## src/rtl/scan_pace_pkg.sv

```systemverilog
package scan_pace_pkg;
  // Strobes from the control side to the clock datapath
  typedef struct packed {
    logic restart;   // pattern start: clear generators
    logic holdDiv;   // slowest step selected: divider shadows slow clock
  } paceStrobes_t;
endpackage

```

## src/rtl/scan_pace_fsm.sv

```systemverilog
module scan_pace_fsm
  import scan_pace_pkg::*;
#(
  parameter int NUM_SPEEDS  = 4,
  parameter int STEP_THRESH = 3,
  parameter int IDXW        = 2
) (
  input  logic            clk,
  input  logic            rstN,
  input  logic            startPulse,
  input  logic            scanIn,
  input  logic            riseNow,
  output paceStrobes_t    strobes,
  output logic [IDXW-1:0] speedIdx
);
  localparam int CW = $clog2(STEP_THRESH + 1);
  localparam logic [IDXW-1:0] TOP_IDX = IDXW'(NUM_SPEEDS - 1);

  logic          prevBit;
  logic          primed;
  logic          speedUpQ;
  logic [CW-1:0] runCnt;
  logic          sameBit;
  logic          wrapNow;

  // Non-transition detector: incoming bit XNOR first chain stage
  assign sameBit = primed && (scanIn ~^ prevBit);
  assign wrapNow = (runCnt == CW'(STEP_THRESH - 1));

  always_ff @(posedge clk or negedge rstN) begin
    if (!rstN) begin
      prevBit  <= 1'b0;
      primed   <= 1'b0;
      runCnt   <= '0;
      speedUpQ <= 1'b0;
    end else if (startPulse) begin
      prevBit  <= 1'b0;
      primed   <= 1'b0;
      runCnt   <= '0;
      speedUpQ <= 1'b0;
    end else begin
      speedUpQ <= 1'b0;
      if (riseNow) begin
        prevBit <= scanIn;
        primed  <= 1'b1;
        if (sameBit) begin
          if (wrapNow) begin
            runCnt   <= '0;
            speedUpQ <= 1'b1;
          end else begin
            runCnt <= runCnt + 1'b1;
          end
        end
      end
    end
  end

  // Speed step controller, saturating at the fastest step
  always_ff @(posedge clk or negedge rstN) begin
    if (!rstN) begin
      speedIdx <= '0;
    end else if (startPulse) begin
      speedIdx <= '0;
    end else if (speedUpQ && (speedIdx != TOP_IDX)) begin
      speedIdx <= speedIdx + 1'b1;
    end
  end

  assign strobes.restart = startPulse;
  assign strobes.holdDiv = (speedIdx == '0);


  restart_clear_chk: assert property (@(posedge clk) disable iff (!rstN)
    startPulse |=> (speedIdx == '0 && runCnt == '0 && !primed));


  cnt_bound_chk: assert property (@(posedge clk) disable iff (!rstN)
    runCnt < CW'(STEP_THRESH));


  upstep_origin_chk: assert property (@(posedge clk) disable iff (!rstN)
    speedUpQ |-> $past(riseNow));


  idx_step_chk: assert property (@(posedge clk) disable iff (!rstN)
    !startPulse |=> (speedIdx == $past(speedIdx) || speedIdx == $past(speedIdx) + 1'b1));
endmodule

```

## src/rtl/scan_pace_clkgen.sv

```systemverilog
module scan_pace_clkgen
  import scan_pace_pkg::*;
#(
  parameter int NUM_SPEEDS = 4,
  parameter int FAST_HALF  = 2,
  parameter int SLOW_HALF  = 6,
  parameter int IDXW       = 2,
  parameter int HALFW      = 3
) (
  input  logic            clk,
  input  logic            rstN,
  input  paceStrobes_t    strobes,
  input  logic [IDXW-1:0] speedIdx,
  output logic            scanClk,
  output logic            riseNow
);
  logic [HALFW-1:0] halfTab [NUM_SPEEDS];

  // Phase length per step: step 0 comes from the slow generator
  for (genvar k = 0; k < NUM_SPEEDS; k++) begin : g_half
    if (k == 0) begin : g_slow
      assign halfTab[k] = HALFW'(SLOW_HALF);
    end else begin : g_div
      assign halfTab[k] = HALFW'(FAST_HALF + NUM_SPEEDS - 1 - k);
    end
  end

  // Slow clock generator
  logic             slowQ;
  logic [HALFW-1:0] slowCnt;
  logic             slowToggle;
  assign slowToggle = (slowCnt == HALFW'(SLOW_HALF - 1));

  always_ff @(posedge clk or negedge rstN) begin
    if (!rstN) begin
      slowQ   <= 1'b0;
      slowCnt <= '0;
    end else if (strobes.restart) begin
      slowQ   <= 1'b0;
      slowCnt <= '0;
    end else if (slowToggle) begin
      slowQ   <= ~slowQ;
      slowCnt <= '0;
    end else begin
      slowCnt <= slowCnt + 1'b1;
    end
  end

  // Programmable divider; ratio latched only on its own edges
  logic             divQ;
  logic [HALFW-1:0] divCnt;
  logic [HALFW-1:0] divHalf;
  logic             divToggle;
  assign divToggle = (divCnt == divHalf - 1'b1);

  always_ff @(posedge clk or negedge rstN) begin
    if (!rstN) begin
      divQ    <= 1'b0;
      divCnt  <= '0;
      divHalf <= HALFW'(FAST_HALF + NUM_SPEEDS - 2);
    end else if (strobes.restart) begin
      divQ    <= 1'b0;
      divCnt  <= '0;
      divHalf <= halfTab[1];
    end else if (strobes.holdDiv) begin
      divQ    <= slowQ ^ slowToggle;
      divCnt  <= slowToggle ? '0 : divCnt + 1'b1;
      divHalf <= halfTab[1];
    end else if (divToggle) begin
      divQ    <= ~divQ;
      divCnt  <= '0;
      divHalf <= halfTab[speedIdx];
    end else begin
      divCnt <= divCnt + 1'b1;
    end
  end

  // Output multiplexer: slowest clock when step 0 is selected
  assign scanClk = strobes.holdDiv ? slowQ : divQ;
  assign riseNow = strobes.holdDiv ? (slowToggle & ~slowQ) : (divToggle & ~divQ);


  min_pulse_chk: assert property (@(posedge clk) disable iff (!rstN)
    !$stable(scanClk) |=> $stable(scanClk));


  handover_level_chk: assert property (@(posedge clk) disable iff (!rstN)
    (!strobes.restart && $fell(strobes.holdDiv)) |-> scanClk);
endmodule

```

## src/rtl/scan_pace_ctrl.sv

```systemverilog
module scan_pace_ctrl
  import scan_pace_pkg::*;
#(
  parameter int CHAIN_LEN  = 12,
  parameter int NUM_SPEEDS = 4,
  parameter int FAST_HALF  = 2,
  parameter int SLOW_HALF  = 6
) (
  input  logic                          clk,
  input  logic                          rstN,
  input  logic                          startPulse,
  input  logic                          scanIn,
  output logic                          scanClk,
  output logic [$clog2(NUM_SPEEDS)-1:0] speedIdx
);
  localparam int IDXW        = $clog2(NUM_SPEEDS);
  localparam int HALFW       = $clog2(SLOW_HALF + 1);
  localparam int STEP_THRESH = (CHAIN_LEN / NUM_SPEEDS < 1) ? 1 : CHAIN_LEN / NUM_SPEEDS;

  paceStrobes_t strobes;
  logic         riseNow;

  scan_pace_fsm #(
    .NUM_SPEEDS (NUM_SPEEDS),
    .STEP_THRESH(STEP_THRESH),
    .IDXW       (IDXW)
  ) fsm_i (
    .clk       (clk),
    .rstN      (rstN),
    .startPulse(startPulse),
    .scanIn    (scanIn),
    .riseNow   (riseNow),
    .strobes   (strobes),
    .speedIdx  (speedIdx)
  );

  scan_pace_clkgen #(
    .NUM_SPEEDS(NUM_SPEEDS),
    .FAST_HALF (FAST_HALF),
    .SLOW_HALF (SLOW_HALF),
    .IDXW      (IDXW),
    .HALFW     (HALFW)
  ) gen_i (
    .clk     (clk),
    .rstN    (rstN),
    .strobes (strobes),
    .speedIdx(speedIdx),
    .scanClk (scanClk),
    .riseNow (riseNow)
  );
endmodule

```

## config.mk

```make
export PLATFORM = sky130hd
export DESIGN_NAME = scan_pace_ctrl
export DESIGN_NICKNAME = d
export VERILOG_FILES = /design/src/rtl/scan_pace_pkg.sv /design/src/rtl/scan_pace_fsm.sv /design/src/rtl/scan_pace_clkgen.sv /design/src/rtl/scan_pace_ctrl.sv
export SDC_FILE = /design/constraint.sdc
export NUM_CORES = 1
export LEC_CHECK = 0
export ABC_CLOCK_PERIOD_IN_PS = 3060
export BUFFER_PORTS_ARGS = -buffer_cell sky130_fd_sc_hd__buf_4
export CORE_UTILIZATION = 45
export CTS_CLUSTER_DIAMETER = 60
export DETAILED_ROUTE_END_ITERATION = 10
export SLEW_MARGIN = 20
export SYNTH_ARGS = -nofsm -noshare
export SYNTH_HDL_FRONTEND = slang
export SYNTH_SLANG_ARGS = --single-unit
```

## constraint.sdc

```tcl
create_clock -name clk -period 3.06 [get_ports clk]
set_input_delay 0.306 -clock clk [delete_from_list [all_inputs] [get_ports clk]]
set_output_delay 0.306 -clock clk [all_outputs]
set_load 0.1 [all_outputs]
```

### Word-level counts from Yosys, hierarchy flattened

Index checks and enable logic that the tools add are counted.

* bits in registers: 18
* logic and storage cells: 69
* bits of input ports: 4

* multiplexer cells: 33
* bitwise logic cells: 7
* add/subtract/negate cells: 5
* reductions and logical operators: 9
* magnitude comparators: 1
* equality and inequality tests: 4

Operators with widths (count)
* 3-bit 2-to-1 mux: 11
* 1-bit 2-to-1 mux: 15
* 2-bit 2-to-1 mux: 6
* 2-bit nonzero test: 4
* 3-bit by 1-bit adder with 3-bit output, second input constant: 2
* 3-bit binary-select mux with 2-bit select: 1
* 2-bit by 1-bit adder with 2-bit output, second input constant: 2
* 3-bit equality test: 1
* 3-bit equality test, second input constant: 1
* 3-bit greater-or-equal comparator, second input constant: 1
* 2-bit NOT with 3-bit output: 1
* 3-bit nonzero test: 1
* 3-bit by 1-bit subtractor with 3-bit output, second input constant: 1
* 1-bit bitwise AND: 2
* 2-bit equality test, second input constant: 1
* 1-bit logical AND: 2
* 2-bit zero test: 1
* 2-bit != test, second input constant: 1
* 1-bit NOT: 2
* 2-bit AND reduction: 1
* 1-bit bitwise XNOR: 1
* 1-bit XOR: 1

### Longest topological paths before layout

Gate-level depths: netlist (run 1).

* depth in word-level cells: 7
* mapped depth: 7
* depth with buffers taken out: 7

### Cells and area by module

A second synthesis (run 1) with hierarchy kept.

* cells, all modules: 91
* area total of the unflattened synthesis: 984.7 µm²

Modules (own cells, without submodules)
* scan_pace_clkgen: seq. area each 276.5 µm², times used 1, area an instance 641.9 µm², cells each 60
* scan_pace_fsm: seq. area each 175.2 µm², times used 1, area an instance 342.8 µm², cells each 31

### Worst setup path after synthesis (run 1)

No wires, ideal clock.

* kind: flip-flop to flip-flop
* from: reg fsm_i.speedIdx[1]
* to: reg fsm_i.runCnt[1]
* required time: 2.982 ns
* data arrival time: 2.475 ns
* clock period less this slack: 2.553 ns
* path buffers: 1
* setup slack: 0.507 ns
* setup time: 0.078 ns
* cell stages (with the launch flop): 8
* cells stage by stage: dfrtp_1 inv_1 ha_1 clkbuf_1 nor2_1 a41oi_4 or4b_1 a21oi_1

* longest elaborated chain between the ends: 4

RTL lines
* start: declaration: line scan_pace_fsm.sv:14 `output logic [IDXW-1:0] speedIdx`
* start signal: assignment: line scan_pace_fsm.sv:65 `speedIdx <= speedIdx + 1'b1;`
* 2-bit zero test: line scan_pace_fsm.sv:70 `assign strobes.holdDiv = (speedIdx == '0);`
* 1-bit 2-to-1 mux: line scan_pace_clkgen.sv:80 `assign riseNow = strobes.holdDiv ? (slowToggle & ~slowQ) : (divToggle & ~divQ);`
* 2-bit nonzero test (no line)
* 2-bit AND reduction (no line)
* end signal: assignment: line scan_pace_fsm.sv:51 `runCnt <= runCnt + 1'b1;`
* end: declaration: line scan_pace_fsm.sv:22 `logic [CW-1:0] runCnt;`

Every way passes these cells.
A chain may end at the register's enable or synchronous reset.

### Worst setup path after layout (run 1)

* from: reg gen_i.divHalf[0]
* to: reg fsm_i.runCnt[1]

* longest elaborated chain between the ends: 6

RTL lines
* start: declaration: line scan_pace_clkgen.sv:52 `logic [HALFW-1:0] divHalf;`
* start signal: assignment: line scan_pace_clkgen.sv:60 `divHalf <= HALFW'(FAST_HALF + NUM_SPEEDS - 2);`
* start signal: assignment: line scan_pace_clkgen.sv:64 `divHalf <= halfTab[1];`
* start signal: assignment: line scan_pace_clkgen.sv:68 `divHalf <= halfTab[1];`
* 3-bit by 1-bit subtractor with 3-bit output: line scan_pace_clkgen.sv:54 `assign divToggle = (divCnt == divHalf - 1'b1);`
* 3-bit equality test: line scan_pace_clkgen.sv:54
* 1-bit bitwise AND: line scan_pace_clkgen.sv:80
* 1-bit 2-to-1 mux: line scan_pace_clkgen.sv:80
* 2-bit nonzero test (no line)
* 2-bit AND reduction (no line)

Every way passes these cells.

==> impl_metrics.ini, run 1 <==
[status]
status = finished, final reports clean

[yosys]
synth.area.top_cells = dfrtp_1 (45%), ha_1 (7.9%), nor2_1 (4.8%), xnor2_1 (4.6%), mux2i_1 (4.2%)
async_reset_ff_share_pct = 100
seq_area_frac_synth_pct = 47.8
synth.most_common_cell = dfrtp_1
synth_top_area_cell = dfrtp_1
synth_area_um2 = 945
synth_area_per_cell_um2 = 10.6
yosysUniqueCellTypes = 27
synth-edff-count = 0
syn_nets = 99
ys_ff_latch = 18
synth_flop_cell = dfrtp_1
yosysWarningCount = 0
netlist_instances = 89
post-synth-top-area-fraction_pct = 45.0
synthTopCellsByCount = dfrtp_1 (17), nor2_1 (12), inv_1 (8)

[clock_tree]
cts_root_buf = clkbuf_4
cts_sinks = 18
clk_pin_slew_ns = 0.11
clk_latency_ns = 0.29
cts_tree = built
h-tree-depth = 1
clock_path_buffers = 2
numCtsBuffers = 3

[layout]
antenna_cells = 0
fillers = 202
num-nets-final = 108
final_layout_size_suffix_gt1_share_pct = 15.5
layout.cells.non_filler = 124
final_util_pct = 54.0
ff_latch_area_um2 = 452
multiInputGateArea_um2 = 452
area_growth_pct = 12.1
fin_area_um2 = 1060

[sta]
setup_viol = 0
rsz0062_at_grt = no
min_period_over_period_pct = 67.7
hold_viol = 0
finalClockSkew_ns = 0.00511
max_slew_margin_pct = 69.7
fin_crit_ns = 2.07
finalSetupTns_ns = 0
maxSlewViolCount = 0
fmax_mhz = 483
tightestPinTransition_ns = 0.453
fin_ws_ns = 0.990

[placement]
dp.cells = 119
hpwl_mm = 1.07
pre_cts_slack_ns = 1.02
place_area_um2 = 1010
io_buffers = 6
gp_routability_congestion = 0.697

[global_route]
overflow = 0
grt_pass1_wl_mm = 2.44
grt_pass1_vias = 596
grt_max_degree = 19
antenna_found_initial = 0
grtUsageTotal_pct = 16.3

[worst_setup_path]
cp_slowest_stage_delay_ns = 0.54
r2r_start = gen_i.divHalf[0]
arrival_ns = 2.30
timing.rr.end = fsm_i.runCnt[1]
rrSetupSlack_ns = 0.99
crit_path_top_delay_cell = or4b_1
crit_path_start_kind = flip-flop
end_kind = flip-flop
crit_start = gen_i.divHalf[0]
cp_max_fo = 7
crit_path_cell_trace = inv_1 > ha_1 > xor2_1 > a41oi_4 > or4b_1 > a21oi_1
critPathRequiredTime_ns = 3.29
ff2ff_path_depth = 6
path_class = reg2reg

[floorplan]
core_um2 = 1960
die_w_um = 47.8
die_h_um = 47.8
start_util_pct = 48.2
row_count = 16
ios = 7
dieArea_um2 = 2290

[pwr]
switchingPower_uw = 103
p_sw_share_pct = 23.7
powerDensity_nw_per_um2 = 412
p_int_uw = 333
leakage_uw = 0.000483
p_comb_share_pct = 8.7
vdd_drop_max_v = 0.000274
p_seq_share_pct = 57.6
p_clk_share_pct = 33.8

[routing]
via_count = 628
drc_errors = 0
met2WireLength_um = 720
wl_met3_um = 39
drtAntennaViolNets = 0
wl_per_cell_um = 12.2
routed.top_layer = met4
drt-met1-wl_um = 714
wl_mm = 1.51
firstDrtPassIters = 3
via_per_inst = 5.06
drt_iter0_drc = 7

[hold_path]
hp-start = scanIn
hp-class = in2reg
hold_depth = 3
whs_endpoint = fsm_i.prevBit

[flow_run]
drv_cap = 0
-- area by class of cell --
type	instances	share of cell area [%]
Sequential cell	18	42.7
Multi-Input combinational cell	60	42.7
Timing Repair Buffer	7	5.20
Clock buffer	4	3.43
Tap cell	27	3.19
Inverter	8	2.84
-- power by group through the flow --
| stage | Sequential [uW] | Clock (uW) | Combinational (uW) |
|---|---|---|---|
| finish | 251 | 147 | 37.8 |
| CTS | 251 | 154 | 38.5 |
| global route | 252 | 162 | 42.8 |
| detailed placement | 256 | 0 | 37.2 |
| global placement | 256 | 0 | 36.5 |
| floorplan | 254 | 0 | 25.5 |
-- layer usage --
| metal | global-route usage (%) | up-vias |
|---|---|---|
| li1 | - | 314 |
| met1 | 19.0 | 301 |
| met2 | 27.3 | 9 |
| met3 | 3.40 | 4 |
| met4 | 10.0 | 0 |
| met5 | 0 | - |
-- worst max-delay path, delay by kind of cell, from the launching register on --
family                     cells  cell delay (ns)
AOI/OAI and AO/OA              2             0.35
xor gates and xnor gates       1             0.33
adders and majority gates      1             0.30
buffers and inverters          1             0.06
DFF                            1             0.42
and+or+nand+nor                1             0.54
-- state kept, by name, indices dropped and copies added, names as in the netlist --
register        count
gen_i.divQ          1
fsm_i.speedIdx      2
fsm_i.prevBit       1
fsm_i.primed        1
gen_i.divCnt        3
fsm_i.speedUpQ      1
fsm_i.runCnt        2
gen_i.slowQ         1
gen_i.divHalf       3
gen_i.slowCnt       3
-- worst max-delay path by stage --
stage                      end  slack, ns  depth (start not counted)
4_1_cts                scanClk       0.97                          4
3_3_place_gp   fsm_i.runCnt[1]       1.08                          6
3_5_place_dp   fsm_i.runCnt[1]       1.02                          6
5_1_grt                scanClk       0.91                          4
2_1_floorplan  fsm_i.runCnt[1]       0.51                          7
6_report       fsm_i.runCnt[1]       0.99                          6
-- cells by family (layout without fill, tap and decap cells) --
group                      after synthesis  count (layout)  share of synthesized area, %
AOI/OAI and AO/OA                       11              11                          8.88
xor gates and xnor gates                 8               8                          9.80
adders and majority gates                6               6                          7.95
buffers and inverters                   11              19                          4.37
DFF                                     18              18                          47.8
muxes                                    5               5                          5.43
and+or+nand+nor                         30              30                          15.8
-- placed cells by master (no fill, tap or decap), types with 2 or more instances in the layout --
| cell | Yosys | layout |
|---|---|---|
| a21oi_1 | 6 | 6 |
| and2_1 | 2 | 2 |
| buf_4 | 0 | 6 |
| clkbuf_4 | 0 | 3 |
| dfrtp_1 | 17 | 17 |
| ha_1 | 6 | 6 |
| inv_1 | 8 | 8 |
| mux2i_1 | 4 | 4 |
| nand2_1 | 6 | 6 |
| nor2_1 | 12 | 12 |
| nor4_1 | 3 | 3 |
| o21ai_0 | 2 | 2 |
| xnor2_1 | 5 | 5 |
-- metrics by stage --
step	power, uW	hold slack (ns)
floorplan	280	0.0104
global placement	292	0.189
detailed placement	293	0.190
CTS	444	0.271
global route	457	0.277
finish	436	0.284
-- timing repair --
item                                   4_1_cts  5_1_grt
hold buffers                                 1        0
endpoints found under the hold margin       17        0
buffers inserted                             0        0
gates resized for setup                      0        0
(Power assumes the default switching activity.)
==> run 2, diff against run 1 <==
ABC_AREA = 1   (was default)
ABC_CLOCK_PERIOD_IN_PS = 2100   (was 3060)
clock period = 2.1 ns   (was 3.06 ns; I/O delays follow)
==> run 2 against run 1 <==
  * Register-to-register slack worse by 0.41 ns
  * Clock skew decreased by 0.0012 ns
  * Cell count increased by 29%
==> impl_metrics.ini, run 2 <==
[placement]
dp.cells = 155
place_area_um2 = 1140
io_buffers = 6
gp_routability_congestion = 0.785
hpwl_mm = 1.39

[yosys]
seq_area_frac_synth_pct = 42.4
post-synth-top-area-fraction_pct = 40.0
synthTopCellsByCount = inv_1 (20), nand2_1 (19), dfrtp_1 (17), nand3_1 (13), nor2_1 (8)
synth_flop_cell = dfrtp_1
synth-edff-count = 0
yosysWarningCount = 0
synth_area_per_cell_um2 = 8.73
synth_area_um2 = 1060
netlist_instances = 122
yosysUniqueCellTypes = 26
synth.most_common_cell = inv_1
synth_top_area_cell = dfrtp_1
ys_ff_latch = 18
async_reset_ff_share_pct = 100
synth.area.top_cells = dfrtp_1 (40%), ha_1 (7.1%), inv_1 (7.1%), nand2_1 (6.7%), nand3_1 (6.1%)
syn_nets = 132

[routing]
drtAntennaViolNets = 0
drt_iter0_drc = 18
firstDrtPassIters = 4
drc_errors = 0
via_per_inst = 4.90
wl_per_cell_um = 11.4
wl_mm = 1.83
via_count = 784

[global_route]
antenna_found_initial = 0
grt_max_degree = 19
grtUsageTotal_pct = 18.2
grt_pass1_wl_mm = 3.37
grt_pass1_vias = 813
overflow = 0

[layout]
layout.cells.non_filler = 160
fin_area_um2 = 1190
reg_top3 = gen_i.divCnt x3, gen_i.divHalf x3, gen_i.slowCnt x3
antenna_cells = 0
final_util_pct = 53.8
num-nets-final = 143
final_layout_size_suffix_gt1_share_pct = 21.2
layout_common_cells = inv_1 (20), nand2_1 (19), dfrtp_1 (17)
final_common_cell = inv_1
area_growth_pct = 11.9

[clock_tree]
h-tree-depth = 1
numCtsBuffers = 3
clock_path_buffers = 2
postCtsSetupRepairBufs = 0
clk_pin_slew_ns = 0.11
clk_latency_ns = 0.30
cts_tree = built
cts_root_buf = clkbuf_4
cts_sinks = 18

[sta]
maxSlewViolCount = 0
finalClockSkew_ns = 0.00392
fmax_mhz = 520
hold_viol = 0
min_period_over_period_pct = 91.7
setup_viol = 0
finalSetupTns_ns = 0
fin_crit_ns = 1.92
max_slew_margin_pct = 64.4
tightestPinTransition_ns = 0.533
rsz0062_at_grt = no

[floorplan]
row_count = 17
dieArea_um2 = 2560
core_um2 = 2210
die_w_um = 50.6
ios = 7
start_util_pct = 48.1
die_h_um = 50.6

[pwr]
p_comb_share_pct = 11.8
p_seq_share_pct = 55.5
leakage_uw = 0.000603
vdd_drop_max_v = 0.000367
p_sw_share_pct = 26.0
p_int_uw = 494
powerDensity_nw_per_um2 = 560
finalPower_uw = 667
p_clk_share_pct = 32.7
switchingPower_uw = 173

[flow_run]
drv_cap = 0

[worst_setup_path]
arrival_ns = 1.71
crit_path_start_kind = flip-flop
path_class = reg2out
cp_max_fo = 7
critPathRequiredTime_ns = 1.89
end_kind = output pin

[status]
status = finished, final reports clean

[hold_path]
hp-class = in2reg
[run 2: cell count changes in the layout (fill, tap and decap cells not counted), sizes merged, moves of 2 or more]
cell,change
a21oi,-2
and2,-2
inv,+14
mux2i,-4
nand2,+20
nand3,+15
nand4,+2
nor2,-3
nor4,-3
o21ai,+8
xnor2,-3
xor2,-2
[run 2: kinds of logic after synthesis]
logic type      count (synthesis)  synth area share, %
simple gates                   56                 30.7
buf+inv                        23                 8.81
flops                          18                 42.4
compound gates                 17                 9.40
fa+ha+maj                       6                 7.05
xor+xnor                        2                 1.65
[run 2: area by class of cell]
class / count / area, um2
fillers: 217 / 1020
well taps: 28 / 35.0
clock buffers: 4 / 36.3
repair buffers: 7 / 55.1
inverters: 22 / 82.6
flip-flops and latches: 18 / 452
multi-input cells: 81 / 531
[run 2: per-stage QoR]
step	setup WS (ns)	hold WS, ns
4_1_cts	0.174	0.0896
3_3_place_gp	0.580	0.0897
5_1_grt	0.0681	0.0889
6_report	0.175	0.0923
2_1_floorplan	0.00433	-0.0856
3_5_place_dp	0.528	0.0911
[run 2: critical path, cell delays in order, from the launching register on]
cell      delay (ns)
dfrtp_1         0.43
inv_1           0.13
ha_1            0.27
inv_2           0.14
o21bai_4        0.15
buf_4           0.29
[run 2: worst paths after layout]
check	start	end	slack, ns	depth (start not counted)
max	fsm_i.speedIdx[1]	scanClk	0.18	5
min in group asynchronous	rstN	gen_i.slowCnt[0]	0.31	2
min	startPulse	gen_i.slowCnt[0]	0.09	2
min reg2reg	gen_i.slowQ	gen_i.slowQ	0.47	1
max in group asynchronous	rstN	gen_i.divHalf[2]	1.53	2
max reg2reg	gen_i.divHalf[0]	fsm_i.runCnt[1]	0.58	11
[run 2: layer usage]
layer	GRT usage, %	share of wire [%]
met2	28.4	46
met5	0	0
met1	21.8	49
met4	14.4	3.1
met3	3.33	1.7
[run 2: power groups by stage]
stage / combinational [uW] / sequential, uW / clock [uW]
CTS: 80.4 / 370 / 226
floorplan: 60.0 / 375 / 0
detailed placement: 78.9 / 377 / 0
finish: 78.9 / 370 / 218
global route: 89.5 / 373 / 241
global placement: 77.9 / 377 / 0
[run 2: timing repair]
action                                 in CTS  in global routing
gates resized for setup                     0                  0
hold buffers                                1                  0
endpoints found under the hold margin      18                  0
==> run 3, diff against run 2 <==
ABC_CLOCK_PERIOD_IN_PS = 1810   (was 2100)
clock period = 1.81 ns   (was 2.1 ns; I/O delays follow)
==> run 3 against run 2 <==
  * Flip-flop and latch count did not move
  * Global-route usage is 0.24 points lower
  * Clock skew increased by 0.0082 ns
  * Combinational power up 20%
  * Cell count stayed put
  * Critical path depth unchanged
  * Core utilization increased by 1.5 points
  * Critical path type unchanged
==> impl_metrics.ini, run 3 (synthesized netlist as in run 2, its figures left out) <==
[floorplan]
die_w_um = 50.6
die_h_um = 50.6
core_um2 = 2210
row_count = 17
dieArea_um2 = 2560
ios = 7
start_util_pct = 48.1

[global_route]
overflow = 0
grt_pass1_wl_mm = 3.38
grt_pass1_vias = 796
grt_max_degree = 19
grtUsageTotal_pct = 17.9
antenna_found_initial = 0

[sta]
min_period_over_period_pct = 95.5
holdWs_ns = 0.0859
fin_crit_ns = 1.73
fmax_mhz = 578
hold_viol = 0
tightestPinTransition_ns = 0.528
max_slew_margin_pct = 64.8
maxSlewViolCount = 0
setup_viol = 0
finalClockSkew_ns = 0.0121

[layout]
num-nets-final = 143
final_layout_size_suffix_gt1_share_pct = 24.2
final_util_pct = 55.3
area_growth_pct = 14.9
reg_top3 = gen_i.divCnt x3, gen_i.divHalf x3, gen_i.slowCnt x3
antenna_cells = 0
layout.cells.non_filler = 160
fillers = 213
layout_common_cells = inv_1 (19), nand2_1 (19), dfrtp_1 (15)

[clock_tree]
postCtsSetupRepairBufs = 0
cts_sinks = 18
h-tree-depth = 1
clock_path_buffers = 2
clk_latency_ns = 0.30
cts_tree = built
numCtsBuffers = 3
cts_root_buf = clkbuf_4
clk_pin_slew_ns = 0.11

[worst_setup_path]
crit_path_start_kind = flip-flop
crit_start = fsm_i.speedIdx[1]
crit_path_top_delay_cell = dfrtp_4
critPathRequiredTime_ns = 1.63
path_class = reg2out
r2r_start = gen_i.divHalf[0]
arrival_ns = 1.55
path_delay_family = flip-flops
cp_max_fo = 7
crit_path_cell_trace = inv_1 > ha_4 > inv_2 > o21bai_4 > buf_12
end_kind = output pin
worstPathBufferInverterCount = 3
cp_slowest_stage_delay_ns = 0.51

[pwr]
leakage_uw = 0.000602
powerDensity_nw_per_um2 = 631
finalPower_uw = 772
vdd_drop_max_v = 0.000431

[hold_path]
hp-start = startPulse
hp-class = in2reg

[routing]
via_per_inst = 4.95
firstDrtPassIters = 4
drc_errors = 0
wl_per_cell_um = 11.7
drtAntennaViolNets = 0
via_count = 792
drt_iter0_drc = 25
wl_mm = 1.87

[placement]
io_buffers = 6
hpwl_mm = 1.49
gp_routability_congestion = 0.840
dp.cells = 155

[status]
status = finished, final reports clean

[flow_run]
drv_cap = 0
[run 3: cell count changes in the layout (fill, tap and decap cells not counted)]
cell / delta
inv_1: -1
ha_1: -1
dfrtp_1: -2
dfrtp_4: +2
ha_4: +1
buf_12: +1
buf_4: -1
inv_2: +1
[run 3: metrics by stage]
stage               area (um2)  setup WS [ns]  setup TNS, ns
global placement          1150          0.279              0
finish                    1220         0.0812              0
global route              1220       -0.00257       -0.00257
detailed placement        1150          0.248              0
CTS                       1210        0.00644              0
floorplan                 1080        0.00484              0
[run 3: cell type report]
cell class / instances / area (um2) / area share (%)
Sequential cell: 18 / 459 / 37.5
Timing Repair Buffer: 7 / 67.6 / 5.52
Inverter: 22 / 82.6 / 6.75
Multi-Input combinational cell: 81 / 543 / 44.4
Clock buffer: 4 / 36.3 / 2.97
Tap cell: 28 / 35.0 / 2.86
[run 3: per-layer routing]
metal,vias up,GRT usage [%],share of wire (%)
li1,412,-,-
met1,366,22.2,46
met2,10,31.1,51
met3,4,1.82,2.4
met4,0,8.33,1.3
met5,-,0,0
[run 3: final timing paths]
check | end | slack, ns | cells past startpoint
worst max-delay path | scanClk | 0.08 | 5
worst min-delay path | gen_i.slowCnt[0] | 0.09 | 2
worst max register to register | fsm_i.runCnt[0] | 0.30 | 11
worst min register to register | gen_i.slowQ | 0.47 | 1
max in group asynchronous | gen_i.divHalf[2] | 1.29 | 2
min in group asynchronous | gen_i.divHalf[0] | 0.27 | 2
[run 3: report_power, final]
part           internal [uW]  total, uW  switching [uW]
combinational           35.2       94.5            59.3
sequential               417        430            12.8
clock                    123        248             125
total                    575        772             198
[run 3: repair_timing]
item                       CTS  global route
hold buffers                 1             0
setup endpoints to repair    1             1
gates resized for setup      3             3
hold endpoints to repair    18             0
